===== config.mk =====
export PLATFORM = sky130hd
export DESIGN_NAME = core_tick_timers
export DESIGN_NICKNAME = d
export VERILOG_FILES = /design/src/rtl/tt_pkg.sv /design/src/rtl/tt_apply_pipe.sv /design/src/rtl/tt_prescaler.sv /design/src/rtl/tt_countdown.sv /design/src/rtl/tt_core.sv /design/src/rtl/core_tick_timers.sv
export SDC_FILE = /design/constraint.sdc
export NUM_CORES = 2
export LEC_CHECK = 0
export CORE_MARGIN = 2
export CORE_UTILIZATION = 45
export CTS_CLUSTER_DIAMETER = 120
export CTS_CLUSTER_SIZE = 14
export DETAILED_ROUTE_END_ITERATION = 10
export DONT_BUFFER_PORTS = 1
export GPL_ROUTABILITY_DRIVEN = 0
export HOLD_SLACK_MARGIN = 0.1
export PLACE_DENSITY = 0.65
export SYNTH_ARGS = -nofsm -noshare
export SYNTH_HDL_FRONTEND = slang
export SYNTH_SLANG_ARGS = --single-unit

===== constraint.sdc =====
create_clock -name clk -period 4.2 [get_ports clk]
set_clock_uncertainty 0.2 [all_clocks]
set_input_delay 0.63 -clock clk [delete_from_list [all_inputs] [get_ports clk]]
set_output_delay 0.63 -clock clk [all_outputs]
set_load 0.02 [all_outputs]

===== src/rtl/tt_pkg.sv =====
package tt_pkg;
  localparam int WIN_BASE = 'h300;
  localparam int WIN_SPAN = 256;

  localparam logic [7:0] OFF_TICK  = 8'h00;
  localparam logic [7:0] OFF_ICNT  = 8'h08;
  localparam logic [7:0] OFF_CTRL  = 8'h20;
  localparam logic [7:0] OFF_STAT  = 8'h30;
  localparam logic [7:0] OFF_IEN   = 8'h34;
  localparam logic [7:0] OFF_WSTAT = 8'h40;

  localparam int WS_TICK = 0;
  localparam int WS_ICNT = 1;
  localparam int WS_CTRL = 3;

  localparam int CTL_RUN  = 0;
  localparam int CTL_INT  = 1;
  localparam int CTL_IVAL = 2;

  localparam int LOAD_BIT = 31;

  typedef enum logic [1:0] {
    OPK_TICK = 2'd0,
    OPK_ICNT = 2'd1,
    OPK_CTRL = 2'd2
  } opk_e;

  typedef struct packed {
    logic        vld;
    opk_e        kind;
    logic [31:0] data;
  } wr_op_t;
endpackage


===== src/rtl/tt_apply_pipe.sv =====
module tt_apply_pipe
  import tt_pkg::*;
#(
  parameter int DEPTH = 4
) (
  input  logic   clk,
  input  logic   rst_n,
  input  wr_op_t op_in,
  output wr_op_t op_out
);
  wr_op_t stage [DEPTH];

  always_ff @(posedge clk or negedge rst_n) begin
    if (!rst_n) begin
      for (int i = 0; i < DEPTH; i++) stage[i] <= '0;
    end else begin
      stage[0] <= op_in;
      for (int i = 1; i < DEPTH; i++) stage[i] <= stage[i-1];
    end
  end

  assign op_out = stage[DEPTH-1];
endmodule


===== src/rtl/tt_prescaler.sv =====
module tt_prescaler #(
  parameter int W = 32
) (
  input  logic         clk,
  input  logic         rst_n,
  input  logic         run,
  input  logic [W-1:0] reload,
  output logic         tick
);
  logic [W-1:0] phase;

  assign tick = run && (phase >= reload);

  always_ff @(posedge clk or negedge rst_n) begin
    if (!rst_n)            phase <= '0;
    else if (!run || tick) phase <= '0;
    else                   phase <= phase + 1'b1;
  end

  // a stopped prescaler restarts its phase from zero
  a_r4_phase_restart: assert property (@(posedge clk) disable iff (!rst_n)
    !run |=> (phase == '0));
endmodule


===== src/rtl/tt_countdown.sv =====
module tt_countdown #(
  parameter int W = 31
) (
  input  logic         clk,
  input  logic         rst_n,
  input  logic         int_on,
  input  logic         interval,
  input  logic         tick,
  input  logic         load,
  input  logic [W-1:0] load_val,
  input  logic [W-1:0] reload_val,
  output logic         expire
);
  logic [W-1:0] cnt;
  logic         step;

  assign step   = int_on && tick && !load && (cnt != '0);
  assign expire = step && (cnt == W'(1));

  always_ff @(posedge clk or negedge rst_n) begin
    if (!rst_n)      cnt <= '0;
    else if (load)   cnt <= load_val;
    else if (expire) cnt <= interval ? reload_val : '0;
    else if (step)   cnt <= cnt - 1'b1;
  end

  a_r5_decrement: assert property (@(posedge clk) disable iff (!rst_n)
    (int_on && tick && !load && cnt > W'(1)) |=> (cnt == $past(cnt) - W'(1)));

  a_r6_oneshot_halts: assert property (@(posedge clk) disable iff (!rst_n)
    (expire && !interval) |=> (cnt == '0));

  a_r6_periodic_reload: assert property (@(posedge clk) disable iff (!rst_n)
    (expire && interval) |=> (cnt == $past(reload_val)));

  a_r7_load_wins: assert property (@(posedge clk) disable iff (!rst_n)
    load |=> (cnt == $past(load_val)));
endmodule


===== src/rtl/tt_core.sv =====
module tt_core
  import tt_pkg::*;
#(
  parameter int TICK_W    = 32,
  parameter int CNT_W     = 31,
  parameter int APPLY_DLY = 4
) (
  input  logic        clk,
  input  logic        rst_n,
  input  logic        wr_en,
  input  logic [7:0]  wr_off,
  input  logic [31:0] wr_data,
  input  logic [7:0]  rd_off,
  output logic [31:0] rd_word,
  output logic        irq
);
  logic [TICK_W-1:0] tick_buf;
  logic [CNT_W-1:0]  icnt_buf;
  logic [2:0]        ctrl;
  logic              stat, ien;
  logic [3:0]        wstat;

  wr_op_t op_in, op_ap;
  logic   ap_tick, ap_icnt, ap_ctrl, icnt_load;
  logic   tick, expire;
  logic   stat_clr;
  logic [3:0] ws_clr, ws_set;

  always_comb begin
    op_in      = '0;
    op_in.data = wr_data;
    if (wr_en) begin
      case (wr_off)
        OFF_TICK: begin op_in.vld = 1'b1; op_in.kind = OPK_TICK; end
        OFF_ICNT: begin op_in.vld = 1'b1; op_in.kind = OPK_ICNT; end
        OFF_CTRL: begin op_in.vld = 1'b1; op_in.kind = OPK_CTRL; end
        default:  op_in.vld = 1'b0;
      endcase
    end
  end

  tt_apply_pipe #(.DEPTH(APPLY_DLY)) u_pipe (
    .clk(clk), .rst_n(rst_n), .op_in(op_in), .op_out(op_ap)
  );

  assign ap_tick   = op_ap.vld && (op_ap.kind == OPK_TICK);
  assign ap_icnt   = op_ap.vld && (op_ap.kind == OPK_ICNT);
  assign ap_ctrl   = op_ap.vld && (op_ap.kind == OPK_CTRL);
  assign icnt_load = ap_icnt && op_ap.data[LOAD_BIT];

  tt_prescaler #(.W(TICK_W)) u_pre (
    .clk(clk), .rst_n(rst_n), .run(ctrl[CTL_RUN]), .reload(tick_buf), .tick(tick)
  );

  tt_countdown #(.W(CNT_W)) u_cnt (
    .clk(clk), .rst_n(rst_n), .int_on(ctrl[CTL_INT]), .interval(ctrl[CTL_IVAL]),
    .tick(tick), .load(icnt_load), .load_val(op_ap.data[CNT_W-1:0]),
    .reload_val(icnt_buf), .expire(expire)
  );

  assign stat_clr = wr_en && (wr_off == OFF_STAT) && wr_data[0];
  assign ws_clr   = (wr_en && (wr_off == OFF_WSTAT)) ? wr_data[3:0] : 4'b0;

  always_comb begin
    ws_set          = 4'b0;
    ws_set[WS_TICK] = ap_tick;
    ws_set[WS_ICNT] = ap_icnt;
    ws_set[WS_CTRL] = ap_ctrl;
  end

  always_ff @(posedge clk or negedge rst_n) begin
    if (!rst_n) begin
      tick_buf <= '0;
      icnt_buf <= '0;
      ctrl     <= '0;
      stat     <= 1'b0;
      ien      <= 1'b0;
      wstat    <= '0;
    end else begin
      if (ap_tick) tick_buf <= op_ap.data[TICK_W-1:0];
      if (ap_icnt) icnt_buf <= op_ap.data[CNT_W-1:0];
      if (ap_ctrl) ctrl     <= op_ap.data[2:0];
      stat  <= (stat && !stat_clr) || expire;
      if (wr_en && (wr_off == OFF_IEN)) ien <= wr_data[0];
      wstat <= (wstat & ~ws_clr) | ws_set;
    end
  end

  assign irq = stat && ien;

  always_comb begin
    case (rd_off)
      OFF_TICK:  rd_word = 32'(tick_buf);
      OFF_ICNT:  rd_word = 32'(icnt_buf);
      OFF_CTRL:  rd_word = 32'(ctrl);
      OFF_STAT:  rd_word = 32'(stat);
      OFF_IEN:   rd_word = 32'(ien);
      OFF_WSTAT: rd_word = 32'(wstat);
      default:   rd_word = '0;
    endcase
  end

  a_r5_expiry_sets_flag: assert property (@(posedge clk) disable iff (!rst_n)
    expire |=> stat);

  a_r8_clear_drops_flag: assert property (@(posedge clk) disable iff (!rst_n)
    (stat_clr && !expire) |=> !stat);

  a_r3_ctrl_apply_status: assert property (@(posedge clk) disable iff (!rst_n)
    ap_ctrl |=> wstat[WS_CTRL]);

  a_r3_bit2_idle: assert property (@(posedge clk) disable iff (!rst_n)
    !wstat[2]);
endmodule


===== src/rtl/core_tick_timers.sv =====
module core_tick_timers
  import tt_pkg::*;
#(
  parameter int N_TIMERS  = 4,
  parameter int ADDR_W    = 12,
  parameter int TICK_W    = 32,
  parameter int CNT_W     = 31,
  parameter int APPLY_DLY = 4
) (
  input  logic                clk,
  input  logic                rst_n,
  input  logic                bus_wr_en,
  input  logic                bus_rd_en,
  input  logic [ADDR_W-1:0]   bus_addr,
  input  logic [31:0]         bus_wdata,
  output logic [31:0]         bus_rdata,
  output logic                bus_rvalid,
  output logic [N_TIMERS-1:0] tick_irq
);
  localparam int WIN_END = WIN_BASE + N_TIMERS * WIN_SPAN;

  logic [31:0] addr32, win_idx, rd_mux;
  logic        in_range;
  logic [31:0] words [N_TIMERS];

  assign addr32   = 32'(bus_addr);
  assign in_range = (addr32 >= 32'(WIN_BASE)) && (addr32 < 32'(WIN_END));
  assign win_idx  = (addr32 - 32'(WIN_BASE)) >> 8;

  for (genvar n = 0; n < N_TIMERS; n++) begin : g_tmr
    logic hit;
    assign hit = in_range && (win_idx == 32'(n));

    tt_core #(.TICK_W(TICK_W), .CNT_W(CNT_W), .APPLY_DLY(APPLY_DLY)) u_core (
      .clk(clk), .rst_n(rst_n),
      .wr_en(bus_wr_en && hit), .wr_off(bus_addr[7:0]), .wr_data(bus_wdata),
      .rd_off(bus_addr[7:0]), .rd_word(words[n]), .irq(tick_irq[n])
    );
  end

  always_comb begin
    rd_mux = '0;
    for (int n = 0; n < N_TIMERS; n++)
      if (in_range && (win_idx == 32'(n))) rd_mux = words[n];
  end

  always_ff @(posedge clk or negedge rst_n) begin
    if (!rst_n) begin
      bus_rdata  <= '0;
      bus_rvalid <= 1'b0;
    end else begin
      bus_rvalid <= bus_rd_en;
      if (bus_rd_en) bus_rdata <= rd_mux;
    end
  end

  a_r10_answer_next: assert property (@(posedge clk) disable iff (!rst_n)
    bus_rd_en |=> bus_rvalid);

  a_r10_no_spurious: assert property (@(posedge clk) disable iff (!rst_n)
    !bus_rd_en |=> !bus_rvalid);

  a_r1_unmapped_zero: assert property (@(posedge clk) disable iff (!rst_n)
    (bus_rd_en && !in_range) |=> (bus_rdata == '0));
endmodule


== Word level (Yosys, flattened, before mapping) ==
Cells that the tools add are included.

* Output and inout port bits: 37
* Flip-flop bits (word level): 749
* Input port bits: 48
* Logic and storage cells: 259

* Reduce and logical (&&, ||, !) cells: 104
* Mux-type cells: 38
* Add/subtract/negate cells: 9
* Order comparisons: 6
* Equal/unequal tests: 20
* Bitwise operators: 12

{| class="wikitable"
|+ Operators by type and width
! cell !! number
|-
| 32-bit one-hot mux with 6 select lines || 4
|-
| 31-bit 2-to-1 mux || 16
|-
| 32-bit 2-to-1 mux || 8
|-
| 32-bit by 1-bit adder with 32-bit output (second input constant) || 4
|-
| 32-bit greater-or-equal comparator || 4
|-
| 31-bit by 1-bit == test with 1-bit output (second input constant) || 4
|-
| 31-bit nonzero test || 4
|-
| 31-bit by 1-bit subtractor with 31-bit output (second input constant) || 4
|-
| 1-bit logical AND || 69
|-
| 24-bit by 2-bit == test with 1-bit output (second input constant) || 2
|-
| 32-bit logical NOT || 1
|-
| 24-bit by 1-bit == test with 1-bit output (second input constant) || 1
|-
| 8-bit by 6-bit == test with 1-bit output (second input constant) || 3
|-
| 4-bit AND || 4
|-
| 4-bit 2-to-1 mux || 4
|-
| 4-bit inverter || 4
|-
| 4-bit OR || 4
|-
| 12-bit by 10-bit subtractor with 13-bit output (second input constant) || 1
|-
| 12-bit by 10-bit greater-or-equal comparator with 1-bit output (second input constant) || 1
|-
| 1-bit logical NOT || 12
|-
| 12-bit by 11-bit less-than comparator with 1-bit output (second input constant) || 1
|-
| 3-bit 2-to-1 mux || 4
|-
| 3-bit nonzero test || 4
|-
| 2-bit by 1-bit == test with 1-bit output (second input constant) || 4
|-
| other kinds (9) || 22
|}

== Depth between registers and ports, before layout ==
* Depth in word-level cells: 9
* Mapped depth: 12

== Cells and area by module ==
A second synthesis with hierarchy kept.

* Cell total of the unflattened synthesis: 4380
* Area, all modules: 50467.2 µm²

{| class="wikitable"
|+ Modules (own cells, without submodules)
! module !! cells an instance !! instances !! sequential area each (µm²) !! area each (µm²)
|-
| tt_apply_pipe || 175 || 4 || 3503.4 || 3766.1
|-
| tt_countdown || 316 || 4 || 775.7 || 2518.7
|-
| tt_core at g_tmr[1].u_core ... || 257 || 3 || 1801.7 || 3345.7
|-
| tt_prescaler at g_tmr[0].u_core.u_pre ... || 278 || 3 || 800.8 || 2409.8
|-
| tt_core at g_tmr[0].u_core || 264 || 1 || 1801.7 || 3410.8
|-
| tt_prescaler at g_tmr[3].u_core.u_pre || 278 || 1 || 800.8 || 2418.6
|-
| core_tick_timers || 269 || 1 || 825.8 || 2232.1
|}

== Worst setup path before layout ==
No wires, ideal clock.

* Path type: reg2reg
* Start point: register g_tmr[2].u_core.u_cnt.cnt[3]
* End point: register g_tmr[2].u_core.u_cnt.cnt[29]
* Path buffers: 0
* Setup time: 0.126 ns
* Arrival time: 2.593 ns
* Cell stages (with the launch flop): 9
* Path slack: 1.281 ns
* Path through: dfrtp_1 or4_4 or4_4 nor2_4 nand2_2 or3_1 a32o_1 o221a_1 a221o_1

* Cells in the longest elaborated chain, start to end: 5
* Elaborated cells on any way between the ends: 9

{| class="wikitable"
|+ Ends and longest elaborated chain
! item !! line !! RTL
|-
| from (decl) || tt_countdown.sv:14 || <nowiki>logic [W-1:0] cnt;</nowiki>
|-
| from (signal assigned) || tt_countdown.sv:22 || <nowiki>else if (load) cnt <= load_val;</nowiki>
|-
| from (signal assigned) || tt_countdown.sv:23 || <nowiki>else if (expire) cnt <= interval ? reload_val : '0;</nowiki>
|-
| from (signal assigned) || tt_countdown.sv:24 || <nowiki>else if (step) cnt <= cnt - 1'b1;</nowiki>
|-
| parallel branches: the longest is 5 deep, another holds 31-bit by 1-bit subtractor with 31-bit output || -- ||
|}

Parallel ways; which one is timed is not known. The select of a mux whose other input is x is not followed.
A chain may end at the register's enable or synchronous reset.

== Worst setup path in the final report ==
* Start point: register g_tmr[3].u_core.u_pre.phase[0]
* End point: register g_tmr[3].u_core.u_cnt.cnt[20]

* Cells in the longest elaborated chain, start to end: 8
* Elaborated cells on any way between the ends: 9

{| class="wikitable"
|+ Ends and longest elaborated chain
! item !! line !! RTL
|-
| from (decl) || tt_prescaler.sv:10 || <nowiki>logic [W-1:0] phase;</nowiki>
|-
| from (signal assigned) || tt_prescaler.sv:17 || <nowiki>else phase <= phase + 1'b1;</nowiki>
|-
| 32-bit greater-or-equal comparator * || tt_prescaler.sv:12 || <nowiki>assign tick = run && (phase >= reload);</nowiki>
|-
| 1-bit logical AND * || tt_prescaler.sv:12 ||
|-
| 1-bit logical AND * (3 in series) || tt_countdown.sv:17 || <nowiki>assign step = int_on && tick && !load && (cnt != '0);</nowiki>
|-
| 1-bit logical AND || tt_countdown.sv:18 || <nowiki>assign expire = step && (cnt == W'(1));</nowiki>
|-
| 31-bit 2-to-1 mux || tt_countdown.sv:23 ||
|-
| 31-bit 2-to-1 mux || tt_countdown.sv:22 ||
|-
| to (signal assigned) || tt_countdown.sv:22 ||
|-
| to (signal assigned) || tt_countdown.sv:23 ||
|-
| to (signal assigned) || tt_countdown.sv:24 ||
|-
| to (decl) || tt_countdown.sv:14 ||
|}

Every way passes the cells marked *; elsewhere a longest branch is shown, timed or not.

==> flow_summary.yaml <==
synthesis:
  yosysUniqueCellTypes: 73
  netlist_area_um2: 36200
  synthCells: 3521
  synthArstFlopShare_pct: 100
  synth_seq_area_share_pct: 51.8
  syn-num-nets: 3713
  avgSynthCellArea_um2: 10.3
  synth_warnings: 0
  synth_seq_cells: 749
  synth_edf_count: 0
  synth_ff_type: "dfrtp_1"
clock_network:
  cts_setup_buffers: 0
  cts_tree: "done"
  clock-root-buffer: "clkbuf_16"
  clockBufferDepth: 3
  clkTransAtPathRegs_ns: 0.07
  clkLatencyLatePin_ns: 0.67
  cts_max_level: 2
  cts_hold_buf: 35
  cts.sinks: 749
  cts_buffers: 59
  post_cts_resized: 0
sta:
  maxSlewHeadroom_pct: -92.0
  fmax_mhz: 282
  rsz0062_at_grt: "false"
  finalCriticalPeriod_ns: 3.55
  hold_viol: 279
  setup-tns-final_ns: 0
  setup_viol_count_final: 0
  post-route-period-util_pct: 84.5
  tightest_slew_ns: 2.88
  maxSlewViolCount: 554
  hold_slack_ns: -0.447
critical_path:
  path_class: "flop to flop"
  critPathArrivalTime_ns: 3.89
  reg2reg_slack_ns: 0.65
  reg2regPathDepth: 13
  cp-endpoint: "g_tmr[3].u_core.u_cnt.cnt[20]"
  worstPathRequired_ns: 4.54
  worstSetupStartpoint: "g_tmr[3].u_core.u_pre.phase[0]"
  worst_setup_path_start_kind: "flop"
  r2r-end: "g_tmr[3].u_core.u_cnt.cnt[20]"
  timing.rr.start: "g_tmr[3].u_core.u_pre.phase[0]"
  worst-path-max-fanout: 20
  critical_path.endpoint_type: "flop"
grt:
  gr-total-overflow: 0
  grtUsageTotal_pct: 28.5
  grt_max_degree: 750
  grt_pass1_vias: 26800
  antenna_found_initial: 6
  grt_pass1_wl_um: 176000
drt:
  vias_per_cell: 6.23
  wl_per_cell_um: 26.4
  vias: 28100
  wl_met2_um: 52100
  drt_iter0_drc: 3447
  wl_met1_um: 46600
  wl_um: 119000
  final_antenna_net_count: 0
  routed.top_layer: "met5"
  dr_wl_met3_um: 14000
  dr.pass1.iters: 7
  route.detailed.drc: 0
pwr:
  ir_worst_vdd_v: 0.000377
  finalPower_mw: 12.9
  cellPowerDensity_nw_per_um2: 329
  p_leak_nw: 17.9
layout:
  area_growth_pct: 8.16
  drive_gt1_share_pct: 8.83
  layout_commonest_cell: "dfrtp_1"
  nNetsFinal: 3656
  mostFrequentLayoutCells: "749 x dfrtp_1, 330 x nand2_1, 291 x nor2_1, 208 x o21ai_0, 180 x inv_1"
  fill_cells: 7242
  fin_util_pct: 49.4
die:
  die_w_um: 288
  core-area_um2: 79300
  num_rows: 103
  io_pins: 85
  dieArea_um2: 82700
  start_util_pct: 45.7
  die_y_um: 288
status:
  violations: "negative hold slack, max-slew violations"
  status: "complete, but fails checks"
placement:
  post-dp-hpwl_um: 79400
  io_buffers: 0
min_path:
  min_path_type: "input pin to async pin"
job:
  cap_violations: 0
[layer usage]
layer / global-route usage, % / vias to the layer above
li1: - / 12400
met1: 37.7 / 13900
met2: 42.8 / 1441
met3: 8.99 / 336
met4: 13.1 / 10
met5: 0 / -
[per-stage QoR]
stage / cell area (um^2) / hold slack, ns / cells / setup WS, ns
after floorplan: 36200 / 0.131 / 3521 / 1.28
after global placement: 37200 / 0.132 / 4418 / 0.822
after detailed placement: 37200 / 0.135 / 4418 / 0.740
after CTS: 39100 / -0.503 / 4516 / 0.691
after global routing: 39100 / -0.482 / 4516 / 0.435
final: 39100 / -0.447 / 4517 / 0.650
[how the worst min path moves through the flow]
stage	from	end	slack, ns	cells after the start
5_1_grt	rst_n	g_tmr[1].u_core.u_pre.phase[14]	-0.48	0
4_1_cts	rst_n	g_tmr[0].u_core.u_pre.phase[29]	-0.50	0
6_report	rst_n	g_tmr[2].u_core.u_pre.phase[29]	-0.45	0
3_5_place_dp	g_tmr[1].u_core.u_pipe.stage[137]	g_tmr[1].u_core.u_pipe.stage[102]	0.13	0
3_3_place_gp	g_tmr[2].u_core.u_pipe.stage[36]	g_tmr[2].u_core.u_pipe.op_out[1]	0.13	0
2_1_floorplan	rst_n	bus_rdata[0]	0.13	0
[power breakdown]
group	switching, mW	total (mW)	internal [mW]
clock network	2.61	5.17	2.55
registers	0.170	7.46	7.29
logic	0.163	0.253	0.0907
total	2.95	12.9	9.93
[Yosys cell counts (21+ instances only)]
| cell type | instances | area (um^2) |
|---|---|---|
| ha_1 | 144 | 1800 |
| nand2_1 | 331 | 1240 |
| inv_1 | 180 | 676 |
| a31oi_1 | 33 | 206 |
| a221o_1 | 113 | 1130 |
| o22ai_1 | 29 | 181 |
| nor3_1 | 78 | 390 |
| a221oi_1 | 44 | 385 |
| o21ai_0 | 208 | 1040 |
| xor2_1 | 117 | 1020 |
| dfrtp_1 | 749 | 18700 |
| nand4_1 | 36 | 225 |
| clkbuf_1 | 177 | 664 |
| and3_1 | 37 | 231 |
| nand3_1 | 123 | 616 |
| mux2_2 | 146 | 1640 |
| o32ai_1 | 21 | 184 |
| a211oi_1 | 50 | 375 |
| buf_2 | 30 | 150 |
| xnor2_1 | 99 | 867 |
| mux2i_1 | 23 | 230 |
| a22oi_1 | 69 | 518 |
| nor2_1 | 296 | 1110 |
| a21oi_1 | 137 | 686 |
| nor4_1 | 40 | 250 |
[critical path: stages (launching register included)]
cell and delay [ns]:
dfrtp_1 0.39, inv_1 0.06, ha_1 0.27, nand2b_1 0.10, a2111oi_0 0.10, or4_1 0.58, a31oi_1 0.20, nor4_1 0.08
buf_4 0.17, a2111o_1 0.31, buf_4 0.23, and2b_1 0.19, buf_4 0.20, a221o_1 0.32
[area by class of cell]
| cell class | count | area, um^2 | share of cell area (%) |
|---|---|---|---|
| tap | 1050 | 1310 | 3.36 |
| timing repair buffer | 100 | 873 | 2.23 |
| inverter | 180 | 676 | 1.73 |
| clock buffer | 61 | 1530 | 3.90 |
| antenna | 1 | 2.50 | 0.00639 |
| sequential | 749 | 18700 | 47.9 |
| multi-input combinational | 2374 | 16000 | 40.8 |
| clock inverter | 2 | 28.8 | 0.0735 |
[sequential cells by signal (all words and copies together) (netlist names)]
| signal | cells |
|---|---|
| bus_rdata | 32 |
| bus_rvalid | 1 |
| g_tmr.u_core.ctrl | 12 |
| g_tmr.u_core.icnt_buf | 124 |
| g_tmr.u_core.ien | 4 |
| g_tmr.u_core.stat | 4 |
| g_tmr.u_core.tick_buf | 128 |
| g_tmr.u_core.u_cnt.cnt | 124 |
| g_tmr.u_core.u_pipe.op_out | 44 |
| g_tmr.u_core.u_pipe.stage | 132 |
| g_tmr.u_core.u_pre.phase | 128 |
| g_tmr.u_core.wstat | 16 |
[cells by family after synthesis]
logic type | after synthesis | share of synthesized area [%]
muxes | 169 | 5.18
and+or+nand+nor | 1060 | 13.7
adders and majority gates | 144 | 4.98
DFF | 749 | 51.8
buffers and inverters | 398 | 4.27
AOI/OAI and AO/OA | 785 | 14.9
xor gates and xnor gates | 216 | 5.23
Power figures use the tool's default switching activity.
